### src/rtl/addr_guard_pkg.sv
package addr_guard_pkg;

    localparam int DATA_W    = 32;
    localparam int START_LSB = 9;
    localparam int CODE_W    = 5;

    // privilege word field positions (decoded by software, kept fixed)
    localparam int P_WR_BASE = 0;
    localparam int P_WR_ALL  = 9;
    localparam int P_RD_BASE = 10;
    localparam int P_RD_ALL  = 19;
    localparam int P_TEST    = 30;
    localparam int P_ENABLE  = 31;

    // register slots
    localparam int IDX_PRIV   = 0;
    localparam int IDX_VIOL   = 1;
    localparam int IDX_RANGE0 = 2;

    typedef struct packed {
        logic [DATA_W-1:START_LSB] base;
        logic [CODE_W-1:0]         code;
    } range_cfg_t;

    function automatic logic [DATA_W-1:0] priv_mask(input int n);
        logic [DATA_W-1:0] m;
        m = '0;
        for (int i = 0; i < n; i++) begin
            m[P_WR_BASE + i] = 1'b1;
            m[P_RD_BASE + i] = 1'b1;
        end
        m[P_WR_ALL] = 1'b1;
        m[P_RD_ALL] = 1'b1;
        m[P_TEST]   = 1'b1;
        m[P_ENABLE] = 1'b1;
        return m;
    endfunction

endpackage

### src/rtl/addr_guard_range.sv
module addr_guard_range
    import addr_guard_pkg::*;
#(
    parameter int CODE_MIN = 9,
    parameter int CODE_MAX = 21
) (
    input  range_cfg_t        cfg,
    input  logic [DATA_W-1:0] addr,
    output logic              hit
);
    logic              live;
    logic [DATA_W-1:0] keep;
    logic [DATA_W-1:0] base_full;

    always_comb begin
        // codes outside the legal span describe an empty window
        live      = (cfg.code >= CODE_W'(CODE_MIN)) && (cfg.code <= CODE_W'(CODE_MAX));
        keep      = {DATA_W{1'b1}} << cfg.code;
        base_full = {cfg.base, {START_LSB{1'b0}}};
        hit       = live && (((addr ^ base_full) & keep) == '0);
    end

endmodule

### src/rtl/addr_guard_check.sv
module addr_guard_check
    import addr_guard_pkg::*;
#(
    parameter int NUM_RANGES = 6
) (
    input  logic [DATA_W-1:0]     priv,
    input  logic [NUM_RANGES-1:0] hits,
    input  logic                  is_write,
    output logic                  refuse
);
    logic [NUM_RANGES-1:0] wr_perm;
    logic [NUM_RANGES-1:0] rd_perm;
    logic                  granted;
    logic                  unused_priv;

    always_comb begin
        wr_perm = priv[P_WR_BASE +: NUM_RANGES];
        rd_perm = priv[P_RD_BASE +: NUM_RANGES];
        if (is_write) begin
            granted = (|(hits & wr_perm)) || priv[P_WR_ALL];
        end else begin
            granted = (|(hits & rd_perm)) || priv[P_RD_ALL];
        end
        refuse      = priv[P_ENABLE] && (priv[P_TEST] || !granted);
        unused_priv = ^priv;
    end

endmodule

### src/rtl/addr_guard_regs.sv
module addr_guard_regs
    import addr_guard_pkg::*;
#(
    parameter int NUM_RANGES = 6,
    parameter int IDX_W      = 3
) (
    input  logic                              clk,
    input  logic                              rst_n,
    input  logic                              cfg_wr,
    input  logic                              cfg_rd,
    input  logic [IDX_W-1:0]                  cfg_idx,
    input  logic [DATA_W-1:0]                 cfg_wdata,
    output logic [DATA_W-1:0]                 cfg_rdata,
    input  logic                              cap_req,
    input  logic [DATA_W-1:0]                 cap_addr,
    output logic [DATA_W-1:0]                 priv,
    output range_cfg_t [NUM_RANGES-1:0]       ranges
);
    localparam logic [DATA_W-1:0] PRIV_KEEP = priv_mask(NUM_RANGES);
    localparam int                GAP_W     = START_LSB - CODE_W;

    typedef struct packed {
        logic [DATA_W-1:0]            priv;
        logic [DATA_W-1:0]            viol;
        logic                         held;
        range_cfg_t [NUM_RANGES-1:0]  rng;
    } regs_t;

    regs_t st_d, st_q;
    logic  viol_wr;
    logic  viol_rd;

    always_comb begin
        viol_wr = cfg_wr && (cfg_idx == IDX_W'(IDX_VIOL));
        viol_rd = cfg_rd && (cfg_idx == IDX_W'(IDX_VIOL));
        st_d    = st_q;
        if (cfg_wr) begin
            if (cfg_idx == IDX_W'(IDX_PRIV)) begin
                st_d.priv = cfg_wdata & PRIV_KEEP;
            end
            if (viol_wr) begin
                st_d.viol = cfg_wdata;
            end
            for (int r = 0; r < NUM_RANGES; r++) begin
                if (cfg_idx == IDX_W'(IDX_RANGE0 + r)) begin
                    st_d.rng[r].base = cfg_wdata[DATA_W-1:START_LSB];
                    st_d.rng[r].code = cfg_wdata[CODE_W-1:0];
                end
            end
        end
        // any software touch of the record releases it
        if (viol_wr || viol_rd) begin
            st_d.held = 1'b0;
        end
        // only the first refusal since the last release is kept
        if (cap_req && !st_q.held && !viol_wr) begin
            st_d.viol = cap_addr;
            st_d.held = 1'b1;
        end
    end

    always_ff @(posedge clk or negedge rst_n) begin
        if (!rst_n) begin
            st_q <= '0;
        end else begin
            st_q <= st_d;
        end
    end

    always_comb begin
        cfg_rdata = '0;
        if (cfg_idx == IDX_W'(IDX_PRIV)) begin
            cfg_rdata = st_q.priv;
        end else if (cfg_idx == IDX_W'(IDX_VIOL)) begin
            cfg_rdata = st_q.viol;
        end
        for (int r = 0; r < NUM_RANGES; r++) begin
            if (cfg_idx == IDX_W'(IDX_RANGE0 + r)) begin
                cfg_rdata = {st_q.rng[r].base, {GAP_W{1'b0}}, st_q.rng[r].code};
            end
        end
        priv   = st_q.priv;
        ranges = st_q.rng;
    end

    // a held record is not disturbed unless software touches slot 1
    a_r8_hold_first: assert property (@(posedge clk) disable iff (!rst_n)
        (st_q.held && !viol_wr && !viol_rd) |=> $stable(st_q.viol));

    // a refusal arriving with the record free is recorded next cycle
    a_r8_capture: assert property (@(posedge clk) disable iff (!rst_n)
        (cap_req && !st_q.held && !viol_wr) |=> (st_q.viol == $past(cap_addr)) && st_q.held);

    // reading the record without a new refusal frees it
    a_r9_release: assert property (@(posedge clk) disable iff (!rst_n)
        (viol_rd && !cap_req) |=> !st_q.held);

endmodule

### src/rtl/addr_guard.sv
module addr_guard
    import addr_guard_pkg::*;
#(
    parameter int NUM_RANGES = 6,     // at most 9: read and write bit groups must not collide
    parameter int CODE_MIN   = 9,
    parameter int CODE_MAX   = 21,
    localparam int IDX_W     = $clog2(NUM_RANGES + 2)
) (
    input  logic              clk,
    input  logic              rst_n,
    input  logic              cfg_wr,
    input  logic              cfg_rd,
    input  logic [IDX_W-1:0]  cfg_idx,
    input  logic [DATA_W-1:0] cfg_wdata,
    output logic [DATA_W-1:0] cfg_rdata,
    input  logic              bus_valid,
    input  logic [DATA_W-1:0] bus_addr,
    input  logic              bus_write,
    output logic              rd_viol_evt,
    output logic              wr_viol_evt
);
    typedef struct packed {
        logic rd;
        logic wr;
    } evt_t;

    evt_t                        ev_d, ev_q;
    logic [DATA_W-1:0]           priv;
    range_cfg_t [NUM_RANGES-1:0] ranges;
    logic [NUM_RANGES-1:0]       hits;
    logic                        refuse;
    logic                        cap_req;

    addr_guard_regs #(
        .NUM_RANGES (NUM_RANGES),
        .IDX_W      (IDX_W)
    ) u_regs (
        .clk       (clk),
        .rst_n     (rst_n),
        .cfg_wr    (cfg_wr),
        .cfg_rd    (cfg_rd),
        .cfg_idx   (cfg_idx),
        .cfg_wdata (cfg_wdata),
        .cfg_rdata (cfg_rdata),
        .cap_req   (cap_req),
        .cap_addr  (bus_addr),
        .priv      (priv),
        .ranges    (ranges)
    );

    for (genvar g = 0; g < NUM_RANGES; g++) begin : g_win
        addr_guard_range #(
            .CODE_MIN (CODE_MIN),
            .CODE_MAX (CODE_MAX)
        ) u_win (
            .cfg  (ranges[g]),
            .addr (bus_addr),
            .hit  (hits[g])
        );
    end

    addr_guard_check #(
        .NUM_RANGES (NUM_RANGES)
    ) u_check (
        .priv     (priv),
        .hits     (hits),
        .is_write (bus_write),
        .refuse   (refuse)
    );

    always_comb begin
        cap_req = bus_valid && refuse;
        ev_d.rd = cap_req && !bus_write;
        ev_d.wr = cap_req && bus_write;
    end

    always_ff @(posedge clk or negedge rst_n) begin
        if (!rst_n) begin
            ev_q <= '0;
        end else begin
            ev_q <= ev_d;
        end
    end

    assign rd_viol_evt = ev_q.rd;
    assign wr_viol_evt = ev_q.wr;

    // the two event lines never fire together
    a_r7_exclusive: assert property (@(posedge clk) disable iff (!rst_n)
        !(rd_viol_evt && wr_viol_evt));

    // a read event always traces back to a read one cycle earlier
    a_r7_rd_source: assert property (@(posedge clk) disable iff (!rst_n)
        rd_viol_evt |-> $past(bus_valid && !bus_write));

    // a write event always traces back to a write one cycle earlier
    a_r7_wr_source: assert property (@(posedge clk) disable iff (!rst_n)
        wr_viol_evt |-> $past(bus_valid && bus_write));

    // monitoring switched off means silence
    a_r2_silent_off: assert property (@(posedge clk) disable iff (!rst_n)
        (bus_valid && !priv[P_ENABLE]) |=> !(rd_viol_evt || wr_viol_evt));

    // the catch-all read bit suppresses read events outside test mode
    a_r6_global_rd: assert property (@(posedge clk) disable iff (!rst_n)
        (bus_valid && !bus_write && priv[P_RD_ALL] && !priv[P_TEST]) |=> !rd_viol_evt);

    // test mode refuses every observed access
    a_r10_test_forces: assert property (@(posedge clk) disable iff (!rst_n)
        (bus_valid && priv[P_ENABLE] && priv[P_TEST]) |=> (rd_viol_evt || wr_viol_evt));

endmodule

### config.mk
export PLATFORM = sky130hd
export DESIGN_NAME = addr_guard
export DESIGN_NICKNAME = d
export VERILOG_FILES = /design/src/rtl/addr_guard_pkg.sv /design/src/rtl/addr_guard_range.sv /design/src/rtl/addr_guard_check.sv /design/src/rtl/addr_guard_regs.sv /design/src/rtl/addr_guard.sv
export SDC_FILE = /design/constraint.sdc
export NUM_CORES = 1
export LEC_CHECK = 0
export BUFFER_PORTS_ARGS = -buffer_cell sky130_fd_sc_hd__clkbuf_2
export CAP_MARGIN = 20
export CORE_ASPECT_RATIO = 0.8
export CORE_UTILIZATION = 40
export CTS_CLUSTER_DIAMETER = 150
export DETAILED_ROUTE_END_ITERATION = 7
export GPL_TIMING_DRIVEN = 1
export PLACE_DENSITY = 0.59
export SLEW_MARGIN = 20
export SYNTH_ARGS = -nofsm -noshare
export SYNTH_HDL_FRONTEND = slang
export SYNTH_SLANG_ARGS = --single-unit
### constraint.sdc
create_clock -name clk -period 3.9 [get_ports clk]
set_clock_uncertainty 0.05 [all_clocks]
set_input_delay 0.39 -clock clk [delete_from_list [all_inputs] [get_ports clk]]
set_output_delay 0.39 -clock clk [all_outputs]
set_load 0.005 [all_outputs]
==> flow_summary.toml, run 1 <==
[clock_tree]
insertion_delay_ns = 0.54
cts_buffer_depth = 3
ctsRootBufferMaster = "clkbuf_16"
cts_sinks = 219
numCtsBuffers = 25
path_clk_slew_ns = 0.06
cts_resized = 0
cts_setup_buffers = 0
h-tree-depth = 1
cts_hold_buffers = 1
cts_tree = "yes"

[sta]
fin_crit_ns = 3.521
slew_violations = 0
max_slew_margin_pct = 36.90
rsz0062_at_grt = "false"
fin_tns_setup_ns = 0
min_period_over_period_pct = 90.29
tightest_slew_ns = 0.9466
setup_viol = 0
finalHoldViolations = 0
max_freq_mhz = 284.0

[global_route]
track_usage_pct = 30.05
overflow = 0
grt_pass1_vias = 11570
grt_pass1_wl_um = 79500
antenna_found_initial = 1
grt_max_degree = 105

[setup_path]
crit_arrival_ns = 3.95
endpoint_kind = "flip-flop"
startpoint_type = "flip-flop"
rrSetupSlack_ns = 0.38
worstPathMaxFanout = 65
required_ns = 4.33
critPathKind = "reg2reg"

[pwr]
ir_drop_mv = 0.2913
p_per_area_nw_per_um2 = 568.5
cellLeakagePower_nw = 6.956

[cells_and_area]
syn2layout_area_growth_pct = 12.17
drive_above_1_share_pct = 30.60
final_area_um2 = 16000
final_nets = 1507
fin_util_pct = 45.78
stdcell_count = 1924

[logic_synthesis]
yosys_register_bits = 219
synth_ff_type = "dfrtp_1"
avgSynthCellArea_um2 = 10.25
ys_seq_area_share_pct = 38.41
netlist_instances = 1392
synthArstFlopShare_pct = 100.0
synth_edf_count = 0
yosysWarnings = 0
ys_types = 69
synthTopCellsByArea = "dfrtp_1 (38%), mux2_2 (16%), mux4_2 (4.7%), xor2_1 (4.4%), xnor2_1 (4.1%)"
synth_top_area_share_pct = 38.41
yosysTopAreaCell = "dfrtp_1"
synth_area_um2 = 14270
syn-num-nets = 1465

[floorplan]
die_width_um = 213.2
chipHeight_um = 170.9
rows = 61
design.core.area_um2 = 34960
dieArea_um2 = 36430
start_util_pct = 40.82
ios = 107

[placement]
dp_cells = 1878
port-buffer-count = 106
hpwlAfterDp_um = 38220
placed_area_um2 = 15210
gp_congestion = 0.9676

[route]
totalWireLength_um = 54440
viasPerCell = 6.307
route.detailed.drc = 0
ant_nets = 0
drt_iter0_markers = 1411
wire_per_inst_um = 28.30
vias = 12135
dr.pass1.iters = 7

[outcome]
status = "finished, final reports clean"

[flow_run]
maxCapViolations = 0

[hold_path]
hp-class = "in2reg"
[power by group]
part	switching [W]	leakage, nW	internal [W]
Combinational	0.00170	4.00	0.00148
Clock	0.000997	0.393	0.00134
Sequential	0.000743	2.56	0.00284
Total	0.00344	6.96	0.00566
[per-stage QoR]
step	power (W)	hold WS, ns	setup WS, ns
after floorplan	0.005495	0.04441	1.067
after global placement	0.006621	0.4541	0.5097
after detailed placement	0.006671	0.4594	0.4584
after CTS	0.009042	0.02415	0.4832
after global routing	0.009536	0.03947	0.2477
final	0.009098	0.03716	0.3788
[layout make-up]
class / count / area [um2]
fill: 3398 / 18950
multi-input combinational: 1015 / 8125
sequential: 219 / 5480
timing repair buffer: 152 / 940.9
clock buffer: 36 / 716.9
tap: 472 / 590.6
inverter: 21 / 78.83
clock inverter: 8 / 68.82
antenna: 1 / 2.502
[logic make-up (layout without fill, tap and decap cells)]
group	count (synthesis)	count (layout)	share of synthesized area, %
AOI/OAI and AO/OA	293	293	13.49
xor gates and xnor gates	138	138	8.471
adders and majority gates	3	3	0.2105
buffers and inverters	158	217	4.929
DFF	219	219	38.41
muxes	248	248	21.93
other	0	1	0
and+or+nand+nor	333	333	12.56
[layer usage]
layer  GRT usage, %  share of wire, %  vias to the layer above
met1          43.84                45                     6187
met5              0                 0                        -
met2          42.33                41                      622
met3          10.06                11                       98
li1               -                 -                     5228
met4          7.112               2.6                        0
[cells in the mapped netlist (37+ instances only)]
cell type,n
a21oi_1,104
and3_1,62
buf_2,37
clkbuf_1,82
dfrtp_1,219
mux2_2,204
nand2_1,73
nand3_1,53
nor2_1,38
o21ai_0,43
o31ai_1,41
xnor2_1,66
xor2_1,72
[cells in the final DEF, fill, tap and decap left out, types with 7 or more instances in the layout]
cell / netlist / layout
a31oi_1: 13 / 13
buf_4: 3 / 42
a21oi_1: 104 / 104
or4_1: 31 / 31
mux2_2: 204 / 204
nand2_1: 73 / 72
nor2b_1: 7 / 7
a221oi_1: 16 / 16
nand2b_1: 8 / 8
xor2_1: 72 / 72
mux4_2: 30 / 30
o31ai_1: 41 / 41
o21ai_0: 43 / 43
mux2i_1: 13 / 13
nor2_1: 38 / 37
nor4_1: 14 / 14
inv_1: 20 / 19
nor3_1: 17 / 14
nand3_1: 53 / 50
and3_1: 62 / 61
a21o_1: 16 / 16
xnor2_1: 66 / 66
clkbuf_16: 0 / 25
dfrtp_1: 219 / 219
clkbuf_2: 0 / 103
[final timing paths]
path                               startpoint                  to  depth (start not counted)
hold / removal                   cfg_wdata[6]    u_regs.st_q[175]                          3
max in group asynchronous               rst_n  u_regs.ranges[144]                          3
min in group asynchronous               rst_n   u_regs.ranges[51]                          2
setup / recovery            u_regs.ranges[28]    u_regs.st_q[177]                          9
setup reg to reg            u_regs.ranges[28]    u_regs.st_q[177]                          9
hold reg to reg            u_regs.ranges[153]  u_regs.ranges[153]                          1
[state kept, by name, indices dropped and copies added, names as in the netlist]
name	count
u_regs.ranges	168
u_regs.st_q	33
u_regs.priv	16
rd_viol_evt	1
wr_viol_evt	1
[worst max-delay path: stages, from the launching register on]
cell and delay [ns]:
dfrtp_1 0.64, nor3_1 0.19, or3_1 0.38, a221oi_2 0.28, nand4_1 0.15, a2111oi_2 0.36, a31oi_1 0.20, and3_4 0.36
or4_1 0.63, nand3_1 0.08
(Power assumes the default switching activity.)
==> inputs of run 2 (changes only) <==
Settings changed: GPL_TIMING_DRIVEN 1 to 0.
==> run 2 against run 1 <==
  * Die area stayed put
  * First-iteration DRC count rose by 18%
  * Fmax fell by 7.0%
  * Sequential cell count unchanged
  * Wire length increased by 8.5%
  * Critical endpoint is now u_regs.st_q[194]
  * Largest power group is now combinational cells
==> flow_summary.toml, run 2 (same netlist as run 1, synthesis figures left out) <==
[setup_path]
r2r-start = "u_regs.ranges[70]"
ff2ff_path_depth = 12
max_stage_delay_ns = 0.57
cp_num_buf_inv = 3
worst_path_max_delay_cell = "xnor2_1"
rr_endpoint = "u_regs.st_q[194]"
crit_arrival_ns = 4.17
required_ns = 4.29
critPathKind = "reg2reg"
endpoint_kind = "flip-flop"
worstPathMaxFanout = 10
cpLargestDelayFamily = "compound AO/OA/AOI/OAI gates"
crit_chain = "xnor2_1, o21ai_0, nand3_1, o211a_1, o2111ai_1, o32a_1, and3_4, buf_6, buf_6, clkbuf_1, o31ai_1, nand3_1"
startpoint = "u_regs.ranges[70]"
startpoint_type = "flip-flop"
rrSetupSlack_ns = 0.12

[cells_and_area]
fin_util_pct = 46.77
layout_commonest_cell = "dfrtp_1"
drive_above_1_share_pct = 28.31
fillCellCount = 3396
syn2layout_area_growth_pct = 14.59
largest_reg_flops = 168
multi_input_area_um2 = 8137
final_cell_mix = "dfrtp_1 (219), mux2_2 (204), a21oi_1 (104), clkbuf_2 (86), clkbuf_1 (84)"
n_antenna_cell = 0
seqCellArea_um2 = 5480
final_nets = 1579

[hold_path]
hold-path-cell-count = 3
worstHoldStart = "cfg_wdata[6]"
hold_path_end = "u_regs.st_q[175]"
hp-class = "in2reg"

[clock_tree]
cts_setup_buffers = 0
cts_buffer_depth = 3
numCtsBuffers = 26
cts_sinks = 219
cts_tree = "yes"
insertion_delay_ns = 0.56
ctsRootBufferMaster = "clkbuf_16"
h-tree-depth = 1
path_clk_slew_ns = 0.07

[sta]
fin_crit_ns = 3.785
slew_violations = 0
setup_viol = 0
tightest_slew_ns = 1.131
max_freq_mhz = 264.2
max_slew_margin_pct = 24.63
rsz0062_at_grt = "false"
min_period_over_period_pct = 97.05
hold_slack_ns = 0.03513
finalHoldViolations = 0

[route]
ant_nets = 0
totalWireLength_um = 59090
route.detailed.drc = 0
vias = 12698
dr.pass1.iters = 6
drt_iter0_markers = 1663
viasPerCell = 6.355
wire_per_inst_um = 29.57

[global_route]
overflow = 0
grt_max_degree = 80
antenna_found_initial = 1
grt_pass1_wl_um = 85260
track_usage_pct = 32.67
grt_pass1_vias = 11939

[floorplan]
design.core.area_um2 = 34960
start_util_pct = 40.82
chipHeight_um = 170.9
die_width_um = 213.2
dieArea_um2 = 36430
rows = 61
ios = 107

[flow_run]
maxCapViolations = 0

[pwr]
p_per_area_nw_per_um2 = 586.7
intPower_w = 0.006005
comb_power_share_pct = 36.4
power.switching_w = 0.003586
ir_drop_mv = 0.3424
p_clk_share_pct = 28.2
power_frac_seq_pct = 35.4
cellLeakagePower_nw = 7.059
power_w = 0.009592
p_sw_share_pct = 37.39

[placement]
gp_congestion = 1.016
hpwlAfterDp_um = 44270
port-buffer-count = 81

[outcome]
status = "finished, final reports clean"
-- run 2: changes by cell type in the layout (fill, tap and decap cells not counted), sizes merged --
cell         before  now
buf              48   56
dlygate4sd3       1    2
clkinv            6    2
clkbuf          139  204
diode             1    0
clkinvlp          0    2
bufinv            1    4
-- run 2: timing repair --
action | CTS | global route
endpoints found under the setup margin | 0 | 29
gates resized for setup | 0 | 13
hold endpoints to repair | 66 | 0
hold buffers | 2 | 0
-- run 2: layer usage --
| layer | GRT usage (%) | part of all wire [%] |
|---|---|---|
| met1 | 48.16 | 44 |
| met3 | 8.884 | 12 |
| met5 | 0 | 0 |
| met4 | 6.957 | 2.2 |
| met2 | 47.33 | 42 |
-- run 2: cell type report --
class                           instances  share of cell area, %
Clock inverter                          9                 0.9413
Buffer                                137                  3.865
Tap cell                              472                  3.612
Clock buffer                           39                  4.775
Sequential cell                       219                  33.52
Timing Repair Buffer                   86                  3.038
Multi-Input combinational cell       1015                  49.77
Inverter                               21                 0.4821
-- run 2: worst max-delay path by stage --
stage	to	cells past startpoint	slack [ns]
floorplan	u_regs.st_q[169]	11	1.07
global placement	u_regs.st_q[176]	1	-2.29
CTS	u_regs.st_q[194]	11	0.08
global route	u_regs.st_q[194]	11	0.01
detailed placement	u_regs.st_q[194]	12	-0.20
finish	u_regs.st_q[194]	12	0.12
-- run 2: power groups by stage --
stage	logic (W)	clock network, W	registers (W)
floorplan	0.00227	0	0.00322
global placement	0.00333	0	0.00338
detailed placement	0.00336	0	0.00340
CTS	0.00338	0.00274	0.00337
global route	0.00372	0.00282	0.00346
finish	0.00349	0.00271	0.00340
-- run 2: worst min-delay path, stage by stage --
cell and delay, ns:
clkbuf_2 0.09, a21oi_1 0.06, nand3_1 0.07
-- run 2: metrics by stage --
step / setup slack [ns] / cells / cell area [um2] / TNS (ns)
final: 0.1151 / 1998 / 16350 / 0
after global placement: -2.290 / 1945 / 15260 / -500.18
after CTS: 0.07567 / 1998 / 16300 / 0
after floorplan: 1.067 / 1392 / 14270 / 0
after detailed placement: -0.1994 / 1948 / 15350 / -3.646
after global routing: 0.01360 / 1998 / 16350 / 0
